==> config.mk <==
export PLATFORM = sky130hd
export DESIGN_NAME = quad_byte_ram
export DESIGN_NICKNAME = d
export VERILOG_FILES = /design/src/rtl/quad_byte_ram_pkg.sv /design/src/rtl/rf_decoder.sv /design/src/rtl/rf_cell.sv /design/src/rtl/rf_read_mux.sv /design/src/rtl/quad_byte_ram.sv
export SDC_FILE = /design/constraint.sdc
export NUM_CORES = 1
export LEC_CHECK = 0
export BUFFER_PORTS_ARGS = -buffer_cell sky130_fd_sc_hd__buf_2
export CAP_MARGIN = 0
export CORE_MARGIN = 2
export CORE_UTILIZATION = 55
export CTS_BUF_LIST = sky130_fd_sc_hd__clkbuf_16
export CTS_CLUSTER_SIZE = 16
export DETAILED_ROUTE_END_ITERATION = 10
export PLACE_DENSITY = 0.8
export SLEW_MARGIN = 20
export SYNTH_ARGS = -nofsm -noshare
export SYNTH_HDL_FRONTEND = slang
export SYNTH_SLANG_ARGS = --single-unit
==> constraint.sdc <==
create_clock -name clk_i -period 1.05 [get_ports clk_i]
set_input_delay 0.1575 -clock clk_i [delete_from_list [all_inputs] [get_ports clk_i]]
set_output_delay 0.1575 -clock clk_i [all_outputs]
set_load 0.01 [all_outputs]
==> src/rtl/quad_byte_ram_pkg.sv <==
package quad_byte_ram_pkg;
  localparam int unsigned DATA_W_DEF = 8;
  localparam int unsigned ADDR_W_DEF = 2;
endpackage

==> src/rtl/rf_decoder.sv <==
module rf_decoder #(
  parameter int unsigned ADDR_W = 2,
  localparam int unsigned DEPTH = 1 << ADDR_W
) (
  input  logic [ADDR_W-1:0] addr_i,
  input  logic              en_i,
  output logic [DEPTH-1:0]  sel_o
);
  for (genvar k = 0; k < DEPTH; k++) begin : g_line
    assign sel_o[k] = en_i && (addr_i == ADDR_W'(k));
  end
endmodule

==> src/rtl/rf_cell.sv <==
module rf_cell #(
  parameter int unsigned DATA_W = 8
) (
  input  logic              clk_i,
  input  logic              rst_ni,
  input  logic              we_i,
  input  logic [DATA_W-1:0] d_i,
  output logic [DATA_W-1:0] q_o
);
  logic [DATA_W-1:0] q_q, nxt;

  // recirculate unless written
  for (genvar b = 0; b < DATA_W; b++) begin : g_bit
    assign nxt[b] = we_i ? d_i[b] : q_q[b];
  end

  always_ff @(posedge clk_i or negedge rst_ni) begin
    if (!rst_ni) q_q <= '0;
    else         q_q <= nxt;
  end

  assign q_o = q_q;

  p_write_r2: assert property (@(posedge clk_i) disable iff (!rst_ni)
    we_i |=> q_o == $past(d_i));
  p_hold_r4: assert property (@(posedge clk_i) disable iff (!rst_ni)
    !we_i |=> $stable(q_o));
endmodule

==> src/rtl/rf_read_mux.sv <==
module rf_read_mux #(
  parameter int unsigned DATA_W = 8,
  parameter int unsigned DEPTH  = 4
) (
  input  logic [DEPTH-1:0][DATA_W-1:0] rows_i,
  input  logic [DEPTH-1:0]             sel_i,
  output logic [DATA_W-1:0]            rdata_o
);
  // AND-OR tree on one-hot select; no select gives zero
  always_comb begin
    rdata_o = '0;
    for (int k = 0; k < DEPTH; k++) begin
      rdata_o = rdata_o | (rows_i[k] & {DATA_W{sel_i[k]}});
    end
  end
endmodule

==> src/rtl/quad_byte_ram.sv <==
module quad_byte_ram
  import quad_byte_ram_pkg::*;
#(
  parameter int unsigned DATA_W = DATA_W_DEF,
  parameter int unsigned ADDR_W = ADDR_W_DEF,
  localparam int unsigned DEPTH = 1 << ADDR_W
) (
  input  logic              clk_i,
  input  logic              rst_ni,
  input  logic [ADDR_W-1:0] addr_i,
  input  logic [DATA_W-1:0] wdata_i,
  input  logic              save_i,
  input  logic              load_i,
  output logic [DATA_W-1:0] rdata_o
);
  logic [DEPTH-1:0]             wr_sel, rd_sel;
  logic [DEPTH-1:0][DATA_W-1:0] rows;

  rf_decoder #(.ADDR_W(ADDR_W)) u_wr_dec (.addr_i(addr_i), .en_i(save_i), .sel_o(wr_sel));
  rf_decoder #(.ADDR_W(ADDR_W)) u_rd_dec (.addr_i(addr_i), .en_i(load_i), .sel_o(rd_sel));

  for (genvar k = 0; k < DEPTH; k++) begin : g_row
    rf_cell #(.DATA_W(DATA_W)) u_cell (
      .clk_i(clk_i), .rst_ni(rst_ni), .we_i(wr_sel[k]),
      .d_i(wdata_i), .q_o(rows[k])
    );

    p_isolation_r3: assert property (@(posedge clk_i) disable iff (!rst_ni)
      (save_i && addr_i != ADDR_W'(k)) |=> $stable(rows[k]));
  end

  rf_read_mux #(.DATA_W(DATA_W), .DEPTH(DEPTH)) u_rd_mux (
    .rows_i(rows), .sel_i(rd_sel), .rdata_o(rdata_o)
  );

  p_onehot_wr_r8: assert property (@(posedge clk_i) disable iff (!rst_ni)
    save_i |-> $countones(wr_sel) == 1);
  p_onehot_rd_r8: assert property (@(posedge clk_i) disable iff (!rst_ni)
    load_i |-> $countones(rd_sel) == 1);
  p_idle_dec_r8: assert property (@(posedge clk_i) disable iff (!rst_ni)
    !save_i |-> wr_sel == '0);
  p_load_gate_r6: assert property (@(posedge clk_i) disable iff (!rst_ni)
    !load_i |-> rdata_o == '0);
  p_read_r5: assert property (@(posedge clk_i) disable iff (!rst_ni)
    load_i |-> rdata_o == rows[addr_i]);
  p_read_old_r7: assert property (@(posedge clk_i) disable iff (!rst_ni)
    (save_i && load_i) |-> rdata_o == rows[addr_i]);
endmodule

==> key figures, run 1 <==
Global routing
  • Global route overflow: 0
  • Tot GR Track Use: 19.5%
  • Number of global-route vias before repair: 957
  • Initial antenna violation count: 0
  • Global-route wire length before repair: 4490 um
  • Largest net degree at the start of global routing: 33

Synth
  • Post-synth ARST share: 100%
  • Yosys reg bits: 32
  • Post-Synth Simple-Gate Area: 4.20%
  • Top cell type's share of synthesized area: 54.8%
  • Mux cell area share after synthesis: 35.6%
  • Largest family of logic cells by synthesized area: multiplexers
  • Synth area leader: dfrtp_1
  • Post-synthesis compound-gate area fraction: 3.43%
  • Largest cells by area after synthesis: dfrtp_1, mux2_2, mux2i_1
  • Mean Syn Cell Area: 14.9 sq um
  • Post-synthesis sequential area ratio: 54.8%
  • Adder-cell area share of the yosys netlist: 0%
  • Top cells by count, synth: dfrtp_1, mux2_2, mux2i_1, o22ai_1, nand3b_2
  • Post-Synth XOR/XNOR Area: 0%
  • Ys flop type: dfrtp_1
  • Yosys cell types: 13
  • Post-synth EDFFs: 0
  • Synth Net Count: 112
  • Post-synthesis cell area: 0.00146 sq mm
  • Gate Count Post-Synth: 98
  • Synth Warn #: 0

Timing
  • Max-slew violations: 0
  • Clk_skew: 0 ns
  • F_max: 819 MHz
  • Total Neg Setup Slack: -1.15 ns
  • Slew margin rel.: 73.5%
  • Worst setup margin: -0.170 ns
  • Period utilization: 116%
  • Final Hold Viols: 0
  • Post-layout min period: 1.22 ns
  • Final setup fails: 8
  • Worst Tran Pin Value: 0.397 ns
  • RSZ-0062 raised after global routing: true

Die
  • Die Area: 0.00308 sq mm
  • IO Pins: 22
  • Chip Width: 55.5 um
  • Starting density of the core: 58.4%
  • Chip height: 55.5 um
  • Rows: 18
  • Core ar.: 0.00250 sq mm

Final layout
  • Final Core Density: 72.0%
  • Fillcell total: 160
  • Fraction of layout cells with a size suffix above 1: 53.7%
  • Register Area: 801 sq um
  • N_diodes: 0
  • Nets@finish: 147
  • Post-route cell area: 0.00180 sq mm
  • Multi-input logic area: 636 sq um
  • Non-Filler Instances: 164
  • Largest register FFs: 32
  • Area grow syn2layout: 23.3%

Clock network
  • CTS tree: built
  • H-tree Lvls: 2
  • Clock tree buffer depth: 2
  • TritonCTS Sinks: 32
  • Worst skew pair latency: 0.27 ns
  • Clk slew on worst S/H paths: 0.05 ns
  • CTS Buf Count: 5
  • Root Buffer: clkbuf_16

Critical path
  • Launch point of the worst path: g_row[3].u_cell.q_o[0]
  • Critical Path AT: 1.06 ns
  • Worst r2r src: g_row[0].u_cell.q_o[6]
  • Kind of critical path: flop to output pin
  • Crit path required time: 0.89 ns
  • Crit end category: output pin
  • Crit path max fanout: 2
  • Worst setup SP type: flop

Placement
  • Post-DP Area: 0.00163 sq mm
  • Port bufs: 21
  • Post-DP HPWL: 1850 um
  • Final GP Congestion: 0.697
  • DP Cell Count: 152

Worst hold path
  • Hold Crit Class: input pin to flop
  • Hold path start: wdata_i[3]

Pwr
  • PwrDens: 1950 mW/mm^2
  • Leak Pwr: 0.862 nW
  • Peak supply drop: 1.37 mV

Status
  • Failing checks: negative setup slack
  • Status: finished, violations left

Detailed routing
  • Routed length per instance: 17.1 um
  • Detail Route Antenna Nets: 0
  • Via Count: 915
  • Total wire length: 2810 um
  • 1st-iter DRT viols: 28
  • Drt first pass iters: 4
  • Vias per cell: 5.58
  • Post-route DRC: 0

Job
  • Max_cap viols: 0
-- through the flow --
| step | total power, mW | hold slack, ns | setup slack (ns) |
|---|---|---|---|
| finish | 3.51 | 0.157 | -0.170 |
| global route | 3.67 | 0.165 | -0.208 |
| CTS | 3.53 | 0.155 | -0.178 |
| detailed placement | 2.19 | 0.192 | -0.156 |
| global placement | 2.14 | 0.190 | -0.118 |
| floorplan | 1.98 | -0.138 | -0.0453 |
-- routing by layer --
layer	share of wire [%]	track usage, %	up-vias
li1	-	-	433
met1	46	23.0	455
met2	49	31.1	20
met3	4.0	6.56	7
met4	1.5	11.1	0
met5	0	0	-
-- cells by family (layout without fill, tap and decap cells) --
family	count (synthesis)	after routing
muxes	48	48
DFF	32	32
AOI/OAI and AO/OA	8	8
and+or+nand+nor	6	6
buffers and inverters	4	40
-- cells in the final DEF (no fill, tap or decap) --
cell type	count
inv_1	2
dlygate4sd3_1	1
buf_2	21
nand2b_1	1
mux2i_1	16
nand2_1	1
o22ai_1	8
mux2_2	31
mux2_4	1
nand3_2	1
clkbuf_16	5
dfrtp_1	32
buf_4	10
clkinv_1	1
nor3b_4	1
nand3b_2	2
-- path summary, 6_finish.rpt --
kind | cells after the start | slack [ns] | end
max in group asynchronous | 3 | 0.33 | g_row[2].u_cell.q_o[1]
min in group asynchronous | 3 | 0.43 | g_row[1].u_cell.q_o[1]
hold reg to reg | 1 | 0.50 | g_row[1].u_cell.q_o[4]
hold / removal | 2 | 0.16 | g_row[3].u_cell.q_o[3]
setup / recovery | 3 | -0.17 | rdata_o[0]
setup reg to reg | 2 | 0.17 | g_row[0].u_cell.q_o[6]
-- worst max-delay path, cell delays in order (launching register included) --
cell and delay [ns]:
dfrtp_1 0.37, mux2i_1 0.17, o22ai_1 0.09, buf_2 0.16
-- layout make-up --
class,count,area share [%]
Clock inverter,3,0.625
Multi-Input combinational cell,62,35.3
Timing Repair Buffer,32,10.6
Tap cell,30,2.08
Clock buffer,5,6.95
Sequential cell,32,44.5
-- where the power goes --
part | switching, mW | internal [mW] | leakage [nW] | total [mW]
Combinational | 0.253 | 0.361 | 0.410 | 0.614
Sequential | 0.117 | 1.47 | 0.379 | 1.59
Clock | 0.461 | 0.848 | 0.0738 | 1.31
-- timing repair --
action / 4_1_cts / 5_1_grt
pin swaps: 3 / 0
hold buffers: 1 / 0
buffers inserted: 2 / 1
gates resized for setup: 0 / 0
endpoints found under the hold margin: 32 / 0
setup endpoints to repair: 8 / 8
(Power assumes the default switching activity.)
==> run 2: changes to the inputs <==
Settings changed: BUFFER_PORTS_ARGS -buffer_cell sky130_fd_sc_hd__buf_2 to -buffer_cell sky130_fd_sc_hd__buf_4, CORE_UTILIZATION 55 to 35, PLACE_DENSITY 0.8 to 0.56.
==> run 2 against run 1 <==
Against the previous run: the run still ends with negative setup slack left; non-clock buffer count grew 3; register-to-register slack barely moved; combinational power grew 6.2%; fmax is 1.7% higher; global-route usage down 3.9 points.
==> key figures, run 2 (same netlist as run 1, synthesis figures left out) <==
Timing
  • Total Neg Setup Slack: -1.06 ns
  • RSZ-0062 raised after global routing: true
  • Period utilization: 114%
  • Worst Tran Pin Value: 0.408 ns
  • Slew margin rel.: 72.8%
  • Max-slew violations: 0
  • WHS: 0.145 ns
  • Clk_skew: 0 ns
  • Final setup fails: 8
  • F_max: 833 MHz
  • Post-layout min period: 1.20 ns
  • Final Hold Viols: 0
  • Worst setup margin: -0.150 ns

Critical path
  • Crit end category: output pin
  • Worst setup SP type: flop
  • Crit path required time: 0.89 ns
  • Buf+Inv Stages, Crit Path: 1
  • Crit path max fanout: 2
  • Critical path's slowest cell: dfrtp_1
  • Kind of critical path: flop to output pin
  • Largest delay share family, worst path: flip-flops
  • Worst path max stage delay: 0.37 ns
  • Critical Path AT: 1.04 ns
  • Critical path, cell by cell: mux2i_1 -> o22ai_1 -> buf_4

Final layout
  • N_diodes: 0
  • Fillcell total: 369
  • Largest register FFs: 32
  • Non-Filler Instances: 187
  • Most frequent cells in the layout: buf_4, dfrtp_1, mux2_2, mux2i_1, o22ai_1
  • Fraction of layout cells with a size suffix above 1: 56.2%
  • Nets@finish: 150
  • Commonest non-fill, non-tap cell in the layout: buf_4
  • Area grow syn2layout: 30.3%

Clock network
  • CTS tree: built
  • Root Buffer: clkbuf_16
  • TritonCTS Sinks: 32
  • Clk slew on worst S/H paths: 0.05 ns
  • Worst skew pair latency: 0.27 ns
  • H-tree Lvls: 2
  • CTS Buf Count: 5
  • Clock tree buffer depth: 2
  • # resized after CTS: 0

Pwr
  • Clock Power Share: 37.6%
  • PwrDens: 1880 mW/mm^2
  • Tot Pwr: 3.58 mW
  • Sw power: 0.854 mW
  • Power Internal: 2.73 mW
  • Combinational share of power: 18.2%
  • Net Sw Frac: 23.8%
  • Leak Pwr: 0.886 nW
  • Sequential share of power: 44.2%
  • Peak supply drop: 0.835 mV

Detailed routing
  • Detail Route Antenna Nets: 0
  • Drt first pass iters: 4
  • Via Count: 946
  • Total wire length: 3040 um
  • 1st-iter DRT viols: 19
  • Post-route DRC: 0
  • Routed length per instance: 16.2 um
  • Vias per cell: 5.06

Die
  • Core ar.: 0.00400 sq mm
  • Chip Width: 68.6 um
  • IO Pins: 22
  • Starting density of the core: 36.5%
  • Die Area: 0.00470 sq mm
  • Rows: 23
  • Chip height: 68.6 um

Global routing
  • Global route overflow: 0
  • Global-route wire length before repair: 5090 um
  • Initial antenna violation count: 0
  • Number of global-route vias before repair: 1015
  • Largest net degree at the start of global routing: 33
  • Tot GR Track Use: 15.6%

Placement
  • Post-DP HPWL: 2120 um
  • DP Cell Count: 176
  • Final GP Congestion: 0.778
  • Port bufs: 21

Worst hold path
  • Hold Crit Class: input pin to flop

Job
  • Max_cap viols: 0

Status
  • Failing checks: negative setup slack
  • Status: finished, violations left
[run 2: cell count changes in the layout (fill, tap and decap cells not counted), sizes merged]
cell,delta
buf,+3
clkinv,+2
inv,-2
[run 2: cell type report]
type	instances	area (sq um)	share of cell area, %
Sequential cell	32	801	42.1
Multi-Input combinational cell	62	636	33.4
Timing Repair Buffer	35	265	13.9
Clock buffer	5	125	6.57
Tap cell	50	62.6	3.29
Clock inverter	3	13.8	0.723
[run 2: worst paths after layout]
path	cells past startpoint	to	start	slack, ns
max	3	rdata_o[7]	g_row[2].u_cell.q_o[7]	-0.15
min	2	g_row[3].u_cell.q_o[7]	wdata_i[7]	0.14
max reg2reg	2	g_row[3].u_cell.q_o[2]	g_row[3].u_cell.q_o[2]	0.17
min reg2reg	1	g_row[3].u_cell.q_o[5]	g_row[3].u_cell.q_o[5]	0.50
max in group asynchronous	2	g_row[0].u_cell.q_o[7]	rst_ni	0.38
min in group asynchronous	2	g_row[2].u_cell.q_o[6]	rst_ni	0.37
[run 2: stage by stage]
step                setup WS (ns)  util [%]  instance area, sq um
floorplan                 -0.0453         -                  1470
global placement           -0.118      43.5                  1740
detailed placement         -0.143      43.5                  1740
CTS                        -0.159      47.6                  1900
global route               -0.273      47.6                  1900
finish                     -0.150      47.6                  1900
[run 2: layer usage]
layer	vias to the layer above	GRT usage (%)	share of wire [%]
met5	-	0	0
met4	0	8.50	2.6
met3	7	4.06	4.2
met2	25	23.2	48
met1	472	20.7	45
li1	442	-	-
[run 2: repair_timing]
item,in CTS,in global routing
endpoints found under the setup margin,8,8
setup buffers,2,0
endpoints found under the hold margin,32,0
pin swaps,4,0
hold buffers,1,0
[run 2: power groups by stage]
stage	Combinational, mW	Sequential, mW	Clock (mW)
finish	0.652	1.58	1.35
global route	0.721	1.62	1.45
CTS	0.664	1.58	1.37
detailed placement	0.636	1.61	0
global placement	0.615	1.59	0
floorplan	0.418	1.57	0
[run 2: worst reg2reg max path, delay by kind of cell (launching register included)]
family / cells / cell delay (ns)
flip-flops: 1 / 0.38
buffers and inverters: 1 / 0.13
multiplexers: 1 / 0.25
